[config.mk]
export PLATFORM = sky130hd
export DESIGN_NAME = cart_bank32_mapper
export DESIGN_NICKNAME = d
export VERILOG_FILES = /design/src/rtl/cbm_pkg.sv /design/src/rtl/cbm_cpu_capture.sv /design/src/rtl/cbm_bank_reg.sv /design/src/rtl/cbm_map_out.sv /design/src/rtl/cart_bank32_mapper.sv
export SDC_FILE = /design/constraint.sdc
export NUM_CORES = 1
export LEC_CHECK = 0
export CORE_ASPECT_RATIO = 2
export CORE_MARGIN = 1
export CORE_UTILIZATION = 35
export CTS_CLUSTER_DIAMETER = 60
export DETAILED_ROUTE_END_ITERATION = 8
export GPL_ROUTABILITY_DRIVEN = 0
export PLACE_DENSITY = 0.75
export REMOVE_ABC_BUFFERS = 1
export SETUP_SLACK_MARGIN = 0.2
export SYNTH_ARGS = -nofsm -noshare
export SYNTH_HDL_FRONTEND = slang
export SYNTH_HIERARCHICAL = 1
export SYNTH_SLANG_ARGS = --single-unit
[constraint.sdc]
create_clock -name clk -period 1 [get_ports clk]
set_clock_uncertainty 0.05 [all_clocks]
set_input_delay 0.15 -clock clk [delete_from_list [all_inputs] [get_ports clk]]
set_output_delay 0.15 -clock clk [all_outputs]
set_load 0.03 [all_outputs]
[src/rtl/cbm_pkg.sv]
package cbm_pkg;
  localparam int CPU_AW = 16;
  localparam int CPU_DW = 8;
  localparam int PPU_AW = 14;
  localparam int WIN_AW = 15;   // 32 KB window offset bits
  localparam int CHR_AW = 13;   // 8 KB character RAM

  typedef enum logic {
    MIR_HORZ = 1'b0,
    MIR_VERT = 1'b1
  } mirror_e;

  // Mirroring line chosen by the board strap
  function automatic logic strap_nt_line(mirror_e mode, logic [PPU_AW-1:0] pa);
    return (mode == MIR_VERT) ? pa[10] : pa[11];
  endfunction
endpackage

[src/rtl/cbm_cpu_capture.sv]
module cbm_cpu_capture
  import cbm_pkg::*;
#(
  parameter bit BUS_CONFLICT = 1'b1
) (
  input  logic              clk,
  input  logic              rst,
  input  logic [CPU_AW-1:0] cpu_addr,
  input  logic [CPU_DW-1:0] cpu_wdata,
  input  logic              cpu_rw,
  input  logic              cpu_m2,
  input  logic [CPU_DW-1:0] rom_rdata,
  output logic              m2_seen,
  output logic              wr_stb,
  output logic [CPU_DW-1:0] wr_val
);
  logic              hold_a15;
  logic              hold_rw;
  logic [CPU_DW-1:0] hold_val;
  logic [CPU_DW-1:0] bus_val;

  generate
    if (BUS_CONFLICT) begin : g_conflict
      assign bus_val = cpu_wdata & rom_rdata;
    end else begin : g_clean
      logic unused_rom;
      assign unused_rom = ^rom_rdata;
      assign bus_val = cpu_wdata;
    end
  endgenerate

  // Capture bus state while the enable phase is high
  always_ff @(posedge clk) begin
    if (rst) begin
      m2_seen  <= 1'b0;
      hold_a15 <= 1'b0;
      hold_rw  <= 1'b1;
      hold_val <= '0;
    end else begin
      m2_seen <= cpu_m2;
      if (cpu_m2) begin
        hold_a15 <= cpu_addr[CPU_AW-1];
        hold_rw  <= cpu_rw;
        hold_val <= bus_val;
      end
    end
  end

  logic unused_addr;
  assign unused_addr = ^cpu_addr[CPU_AW-2:0];

  // Commit on the end of a write cycle in the upper half
  assign wr_stb = m2_seen & ~cpu_m2 & ~hold_rw & hold_a15;
  assign wr_val = hold_val;
endmodule

[src/rtl/cbm_bank_reg.sv]
module cbm_bank_reg
  import cbm_pkg::*;
(
  input  logic              clk,
  input  logic              rst,
  input  logic              wr_stb,
  input  logic [CPU_DW-1:0] wr_val,
  output logic [CPU_DW-1:0] lat_q
);
  always_ff @(posedge clk) begin
    if (rst)         lat_q <= '0;
    else if (wr_stb) lat_q <= wr_val;
  end
endmodule

[src/rtl/cbm_map_out.sv]
module cbm_map_out
  import cbm_pkg::*;
#(
  parameter int BANK_BITS     = 2,
  parameter bit SINGLE_SCREEN = 1'b0,
  localparam int PRG_AW       = WIN_AW + BANK_BITS
) (
  input  logic              clk,
  input  logic              rst,
  input  logic [CPU_DW-1:0] lat_q,
  input  logic [CPU_AW-1:0] cpu_addr,
  input  logic              cpu_rw,
  input  logic [PPU_AW-1:0] ppu_addr,
  input  logic              mirror_strap,
  output logic [PRG_AW-1:0] prg_addr,
  output logic              prg_ce,
  output logic [CHR_AW-1:0] chr_addr,
  output logic              chr_ce,
  output logic              nt_a10
);
  logic nt_next;
  logic unused_lat;
  assign unused_lat = ^lat_q;

  generate
    if (SINGLE_SCREEN) begin : g_single
      logic unused_strap;
      assign unused_strap = mirror_strap;
      assign nt_next = lat_q[4];
    end else begin : g_strap
      assign nt_next = strap_nt_line(mirror_e'(mirror_strap), ppu_addr);
    end
  endgenerate

  always_ff @(posedge clk) begin
    if (rst) begin
      prg_addr <= '0;
      prg_ce   <= 1'b0;
      chr_addr <= '0;
      chr_ce   <= 1'b0;
      nt_a10   <= 1'b0;
    end else begin
      prg_addr <= {lat_q[BANK_BITS-1:0], cpu_addr[WIN_AW-1:0]};
      prg_ce   <= cpu_addr[CPU_AW-1] & cpu_rw;
      chr_addr <= ppu_addr[CHR_AW-1:0];
      chr_ce   <= ~ppu_addr[CHR_AW];
      nt_a10   <= nt_next;
    end
  end
endmodule

[src/rtl/cart_bank32_mapper.sv]
module cart_bank32_mapper
  import cbm_pkg::*;
#(
  parameter int BANK_BITS     = 2,
  parameter bit SINGLE_SCREEN = 1'b0,
  parameter bit BUS_CONFLICT  = 1'b1,
  localparam int PRG_AW       = WIN_AW + BANK_BITS
) (
  input  logic              clk,
  input  logic              rst,
  input  logic [15:0]       cpu_addr,
  input  logic [7:0]        cpu_wdata,
  input  logic              cpu_rw,
  input  logic              cpu_m2,
  input  logic [7:0]        rom_rdata,
  input  logic [13:0]       ppu_addr,
  input  logic              mirror_strap,
  output logic [PRG_AW-1:0] prg_addr,
  output logic              prg_ce,
  output logic [12:0]       chr_addr,
  output logic              chr_ce,
  output logic              nt_a10
);
  logic              m2_seen;
  logic              wr_stb;
  logic [CPU_DW-1:0] wr_val;
  logic [CPU_DW-1:0] lat_q;

  cbm_cpu_capture #(.BUS_CONFLICT(BUS_CONFLICT)) u_cap (
    .clk(clk), .rst(rst), .cpu_addr(cpu_addr), .cpu_wdata(cpu_wdata),
    .cpu_rw(cpu_rw), .cpu_m2(cpu_m2), .rom_rdata(rom_rdata),
    .m2_seen(m2_seen), .wr_stb(wr_stb), .wr_val(wr_val)
  );

  cbm_bank_reg u_bank (
    .clk(clk), .rst(rst), .wr_stb(wr_stb), .wr_val(wr_val), .lat_q(lat_q)
  );

  cbm_map_out #(.BANK_BITS(BANK_BITS), .SINGLE_SCREEN(SINGLE_SCREEN)) u_map (
    .clk(clk), .rst(rst), .lat_q(lat_q), .cpu_addr(cpu_addr), .cpu_rw(cpu_rw),
    .ppu_addr(ppu_addr), .mirror_strap(mirror_strap), .prg_addr(prg_addr),
    .prg_ce(prg_ce), .chr_addr(chr_addr), .chr_ce(chr_ce), .nt_a10(nt_a10)
  );
endmodule

# Yosys cells after proc, flatten, opt, wreduce, memory -nomap -nowiden
# Index checks and enable logic that the tools add are counted.
[totals]
register_bits = 40
inputBits = 51
out_inout_bits = 33
wordCells = 19
[classes]
bitwise_logic = 8
n_mux = 1
[ops]
columns = ["cell", "count"]
rows = [
  ["1-bit AND", 4],
  ["1-bit inverter", 3],
  ["2-bit AND", 1],
  ["1-bit two-way mux", 1],
]

# Logic depth before layout (Yosys ltp)
# Gate-level depths: netlist of the first run.
[depth]
word_depth = 4
mapped_depth = 5

# By module
# The synthesis of the first run kept the hierarchy.
[modules_own_cells]
columns = ["module", "cells_each", "area_per_inst_um2", "n_inst"]
rows = [
  ["cbm_map_out", 71, 895.9, 1],
  ["cbm_cpu_capture", 45, 421.7, 1],
  ["cbm_bank_reg", 26, 285.3, 1],
]

# Worst setup path after synthesis of the first run
# No wires, ideal clock.
[synth_path]
path_kind = "reg-to-reg"
startpoint = "register u_cap.hold_a15"
endpoint = "register u_bank.lat_q[0]"
path_stages_with_launch = 6
t_required_ps = 826
slack_ps = -72
n_path_buf = 1
arrival_time_ps = 898
synth_period_minus_slack_ps = 1072
path_cell_list = "dfxtp_1 nand2_1 nor3_1 buf_6 mux2i_1 nor2_1"
[synth_between]
elab_chain_cells = 1
[synth_rtl]
columns = ["element", "line", "source"]
rows = [
  ["from (decl)", "cbm_cpu_capture.sv:17", "logic hold_a15;"],
  ["from (signal assigned)", "cbm_cpu_capture.sv:42", "hold_a15 <= cpu_addr[CPU_AW-1];"],
  ["1-bit AND", "cbm_cpu_capture.sv:53", "assign wr_stb = m2_seen & ~cpu_m2 & ~hold_rw & hold_a15;"],
  ["net wr_stb", "cart_bank32_mapper.sv:25", "logic wr_stb;"],
  ["to (signal assigned)", "cbm_bank_reg.sv:12", "else if (wr_stb) lat_q <= wr_val;"],
  ["to (decl)", "cbm_bank_reg.sv:8", "output logic [CPU_DW-1:0] lat_q"],
]
# The timed path passes the listed nets, and every way through them passes these cells.
# A chain may end at the register's enable or synchronous reset.

# Final worst setup path of the first run
[layout_path]
startpoint = "register u_cap.hold_a15"
endpoint = "register u_bank.lat_q[1]"
# The elaborated chain is that of the path after synthesis.

==> metrics.cfg, run 1 <==
[run_status]
status=finished clean

[global_routing]
grt_max_degree=20
grt_pass1_vias=973
antenna_found_initial=0
track_usage_pct=15.85
grt_pass1_wl_um=4278
grt_overflow=0

[power_and_ir_drop]
powerDensity_mw_per_mm2=1647
combPwrFrac_pct=15.5
seq_power_share_pct=48.9
internal_power_uw=2735
p_switching_uw=778.0
leakage_uw=0.0009012
power_frac_clock_pct=35.6
max-vdd-ir-drop_mv=1.545
p_sw_share_pct=22.15

[sta]
slew_headroom_pct=85.01
drv_slew=0
setup_ws_ps=1.874
worst_pin_slew_ps=224.8
finalSetupTns_ps=0
post-route-min-period_ps=998.1
finalCritPeriodShare_pct=99.81
setup_viol=0
fmax_ghz=1.002
finalHoldViolations=0
rsz0062_at_grt=true

[yosys]
syn_area_mm2=0.001182
syn_area_per_cell_um2=11.82
netlist_instances=100
ys_warn_count=6

[worst_setup_path]
slowest_delay_ps=340
critPathSlowestCell=dfxtp_2
crit_chain=nand2_2, nor3_2, buf_4, mux2i_1, nor2_1
cp_max_fo=2
critPathTopFamily=flip-flops
crit_type=register to register
worst-path-buf-inv=1
cp-end-kind=register
worstSetupStartpointType=register
crit_arrival_ps=1120
cp.required_ps=1130

[clock_network]
htreeDepth=2
cts-root-buf=clkbuf_8
hold_buffers=0
clk_pin_slew_worst_paths_ps=70
cts_num_sinks=40
clock_latency_ps=280
cts_tree=done
cts_buffers=5
clockBufferDepth=2

[floorplan]
io_pins=84
design.die.area_mm2=0.003629
coreArea_mm2=0.003193
die_w_um=43.10
start_util_pct=37.03
die_h_um=84.20
core.rowCount=29

[placed_design]
io_buffers=71
pre_cts_ws_ps=-294.4
hpwl_um=2043

[route]
antenna_left=0
drt-wirelength-per-cell_um=12.86
drt-pass1-iter-count=4
initialDrtViolationCount=7
remaining_drc_errors=0
viasPerCell=4.490
vias=934
drt_wl_total_um=2675

[layout]
drive_gt1_share_pct=47.46
diodes=0
fillers=261
fin_nets=227
syn_to_final_growth_pct=80.42

[job]
maxCapViolations=0

[worst_hold_path]
hold_path.class=primary input to register

-- sequential cells by signal, summed over array words and instances, names as in the netlist --
register and flops:
u_bank/lat_q 2, u_map/nt_a10 1, u_cap/m2_seen 1, u_map/prg_addr 17
u_map/chr_addr 13, u_cap/hold_rw 1, u_cap/wr_val 2, u_cap/hold_a15 1
u_map/chr_ce 1, u_map/prg_ce 1
-- worst reg2reg max path: stages (launching register included) --
cell and delay, ps:
dfxtp_2 340, nand2_2 50, nor3_2 90, buf_4 140, mux2i_1 170, nor2_1 60
-- power groups by stage --
stage / Clock [uW] / Sequential [uW] / Combinational [uW]
after floorplan: 0 / 1860 / 57.5
after CTS: 1290 / 1720 / 543
after global placement: 0 / 1730 / 491
final: 1250 / 1720 / 543
after global routing: 1360 / 1720 / 574
after detailed placement: 0 / 1730 / 502
-- metal layers --
layer / vias to the layer above / global-route usage [%] / wire (um)
met5: - / 0 / 0
met4: 0 / 8.264 / 68
met3: 6 / 3.226 / 115
met2: 32 / 31.07 / 1674
met1: 440 / 13.70 / 817
li1: 456 / - / -
-- cell usage in the layout, fill, tap and decap left out, types with 2 or more instances in the layout --
cell	n
clkdlybuf4s50_1	36
dfxtp_1	5
a21oi_1	2
nor2_1	6
mux2i_1	4
buf_6	34
nand3_1	2
nor2b_1	31
nand2b_1	2
dfxtp_2	35
dlygate4sd2_1	2
clkbuf_8	5
buf_4	4
-- through the flow --
stage	cell area (um2)	utilization (%)	hold WS, ps	std cells	total power [uW]
finish	2133	66.81	319.7	208	3513
global route	2133	66.81	335.7	208	3659
CTS	2118	66.34	322.0	208	3551
detailed placement	1842	57.68	411.1	200	2230
global placement	1842	57.68	404.3	200	2217
floorplan	1117	-	166.7	92	1920
-- final cells by class --
class | count | area [um2] | share of cell area [%]
Clock inverter | 2 | 35.03 | 1.642
Tap cell | 31 | 38.79 | 1.818
Clock buffer | 6 | 72.57 | 3.402
Sequential cell | 40 | 844.6 | 39.59
Multi-Input combinational cell | 52 | 331.6 | 15.54
Timing Repair Buffer | 77 | 810.8 | 38.01
-- repair_timing --
action                                  in CTS  in global routing
buffers inserted                             0                  0
gates resized for setup                     71                  4
endpoints found under the setup margin      73                 36
pin swaps                                    0                  2
-- path summary, 6_finish.rpt --
path                                                    from                       endpoint  slack (ps)  cells past startpoint
worst max register to register   u_cap/hold_a15$_SDFFE_PP0P_   u_bank/lat_q[1]$_SDFFE_PP0P_           2                      5
worst min register to register  u_bank/lat_q[0]$_SDFFE_PP0P_  u_map/prg_addr[15]$_SDFF_PP0_         400                      1
worst min-delay path                                     rst     u_cap/hold_rw$_SDFFE_PP1P_         320                      2
worst max-delay path             u_cap/hold_a15$_SDFFE_PP0P_   u_bank/lat_q[1]$_SDFFE_PP0P_           2                      5
Note: power is estimated with default switching activity, not from simulation.
==> run 2: changes to the inputs <==
==> constraint.sdc (replaced) <==
create_clock -name clk -period 1 [get_ports clk]
set_clock_uncertainty 0.05 [all_clocks]
set_input_delay 0.15 -clock clk [delete_from_list [all_inputs] [get_ports clk]]
set_output_delay 0.15 -clock clk [all_outputs]
set_load 0.05 [all_outputs]
==> metrics.cfg, run 2 (same netlist as run 1, synthesis figures left out) <==
[run_status]
status=finished with violations
violations=setup timing

[clock_network]
clock_latency_ps=290
clk_pin_slew_worst_paths_ps=70
cts_tree=done
cts-root-buf=clkbuf_8
htreeDepth=2
cts_buffers=5
cts_num_sinks=40
clockBufferDepth=2
hold_buffers=0

[route]
initialDrtViolationCount=13
drt-pass1-iter-count=4
antenna_left=0
vias=950
remaining_drc_errors=0
viasPerCell=4.589
drt_wl_total_um=2966
drt-wirelength-per-cell_um=14.33

[sta]
setup_viol=2
drv_slew=0
setup_ws_ps=-60.66
worst_pin_slew_ps=242.8
slew_headroom_pct=83.81
finalSetupTns_ps=-101.4
finalHoldViolations=0
finalCritPeriodShare_pct=106.1
post-route-min-period_ps=1061
rsz0062_at_grt=true
fmax_ghz=0.9428

[placed_design]
io_buffers=71
postPlaceCellArea_mm2=0.002252
placed_cells=198
hpwl_um=2276

[worst_setup_path]
critPathTopFamily=flip-flops
slowest_delay_ps=340
crit_arrival_ps=1190
reg2reg_depth=5
cp_max_fo=2
crit_chain=nand2_1, nor3_2, buf_4, mux2i_1, nor2_1
critPathSlowestCell=dfxtp_2
worstSetupStartpointType=register
crit_type=register to register
cp.required_ps=1130
crit-reg2reg-capture=u_bank/lat_q[0]$_SDFFE_PP0P_
cp-end-kind=register
reg2reg_from=u_cap/hold_a15$_SDFFE_PP0P_
r2r_slack_ps=-60
worst-path-buf-inv=1

[layout]
top_register=u_map/prg_addr
design_area_mm2=0.002427
fin_nets=226
final_cell_count_no_fill=207
most-common-layout-cells=clkdlybuf4s50_1, buf_12, dfxtp_2, nor2b_1, nor2_1
largestRegisters=u_map/prg_addr x17, u_map/chr_addr x13
syn_to_final_growth_pct=105.3
largest_reg_flops=17
drive_gt1_share_pct=46.59
diodes=0
final_util_pct=76.02
fillers=180

[floorplan]
die_h_um=84.20
io_pins=84
die_w_um=43.10
start_util_pct=37.03
coreArea_mm2=0.003193
design.die.area_mm2=0.003629
core.rowCount=29

[job]
maxCapViolations=0

[global_routing]
antenna_found_initial=0
grt_pass1_wl_um=4740
grt_pass1_vias=1002
grt_overflow=0
grt_max_degree=21
track_usage_pct=17.82

[power_and_ir_drop]
powerDensity_mw_per_mm2=1558
max-vdd-ir-drop_mv=2.590
leakage_uw=0.0009970

[worst_hold_path]
worstHoldStart=mirror_strap
hold_end=u_map/nt_a10$_SDFF_PP0_
hold_path.class=primary input to register
holdPathStages=3

-- run 2: worst max-delay path by stage --
| stage | cells after the start | slack [ps] | from | end |
|---|---|---|---|---|
| 2_1_floorplan | 4 | -20 | u_cap/hold_a15$_SDFFE_PP0P_ | u_bank/lat_q[0]$_SDFFE_PP0P_ |
| 3_3_place_gp | 5 | -290 | cpu_m2 | u_bank/lat_q[0]$_SDFFE_PP0P_ |
| 3_5_place_dp | 5 | -350 | cpu_m2 | u_bank/lat_q[0]$_SDFFE_PP0P_ |
| 4_1_cts | 5 | -40 | u_cap/hold_a15$_SDFFE_PP0P_ | u_bank/lat_q[0]$_SDFFE_PP0P_ |
| 5_1_grt | 5 | -130 | u_cap/hold_a15$_SDFFE_PP0P_ | u_bank/lat_q[0]$_SDFFE_PP0P_ |
| 6_report | 5 | -60 | u_cap/hold_a15$_SDFFE_PP0P_ | u_bank/lat_q[0]$_SDFFE_PP0P_ |
-- run 2: area by class of cell --
type / count / area, um2 / share of cell area, %
flip-flops and latches: 40 / 844.6 / 34.79
well taps: 31 / 38.79 / 1.598
repair buffers: 76 / 1107 / 45.62
clock inverters: 2 / 35.03 / 1.443
clock buffers: 6 / 72.57 / 2.990
multi-input cells: 52 / 329.1 / 13.56
-- run 2: metal layers --
metal	vias to the layer above	share of wire [%]	wire length, um	track usage, %
met2	35	64	1884	34.06
met4	0	2.5	73	8.264
li1	455	-	-	-
met5	-	0	0	0
met1	453	30	891	16.51
met3	7	3.9	116	4.086
-- run 2: report_power, final --
group / leakage, uW / switching (uW) / internal [uW] / total, uW
Sequential: 0.000341 / 59.5 / 1690 / 1750
Clock: 0.0000552 / 519 / 740 / 1260
Combinational: 0.000601 / 340 / 437 / 777
-- run 2: worst register-to-register path, cell delays in order, from the launching register on --
cell	delay [ps]
dfxtp_2	340
nand2_1	60
nor3_2	120
buf_4	150
mux2i_1	190
nor2_1	50
-- run 2: per-stage QoR --
stage | setup WS [ps] | total power [uW] | hold slack [ps]
2_1_floorplan | -24.37 | 2020 | 166.7
3_3_place_gp | -290.1 | 2519 | 404.3
3_5_place_dp | -349.8 | 2539 | 409.3
4_1_cts | -42.79 | 3810 | 323.0
5_1_grt | -128.2 | 3934 | 180.4
6_report | -60.66 | 3782 | 156.5
-- run 2: repair_timing --
action | CTS | global route
pin swaps | 0 | 2
resized for setup | 41 | 1
buffers inserted | 0 | 1
endpoints found under the setup margin | 73 | 37
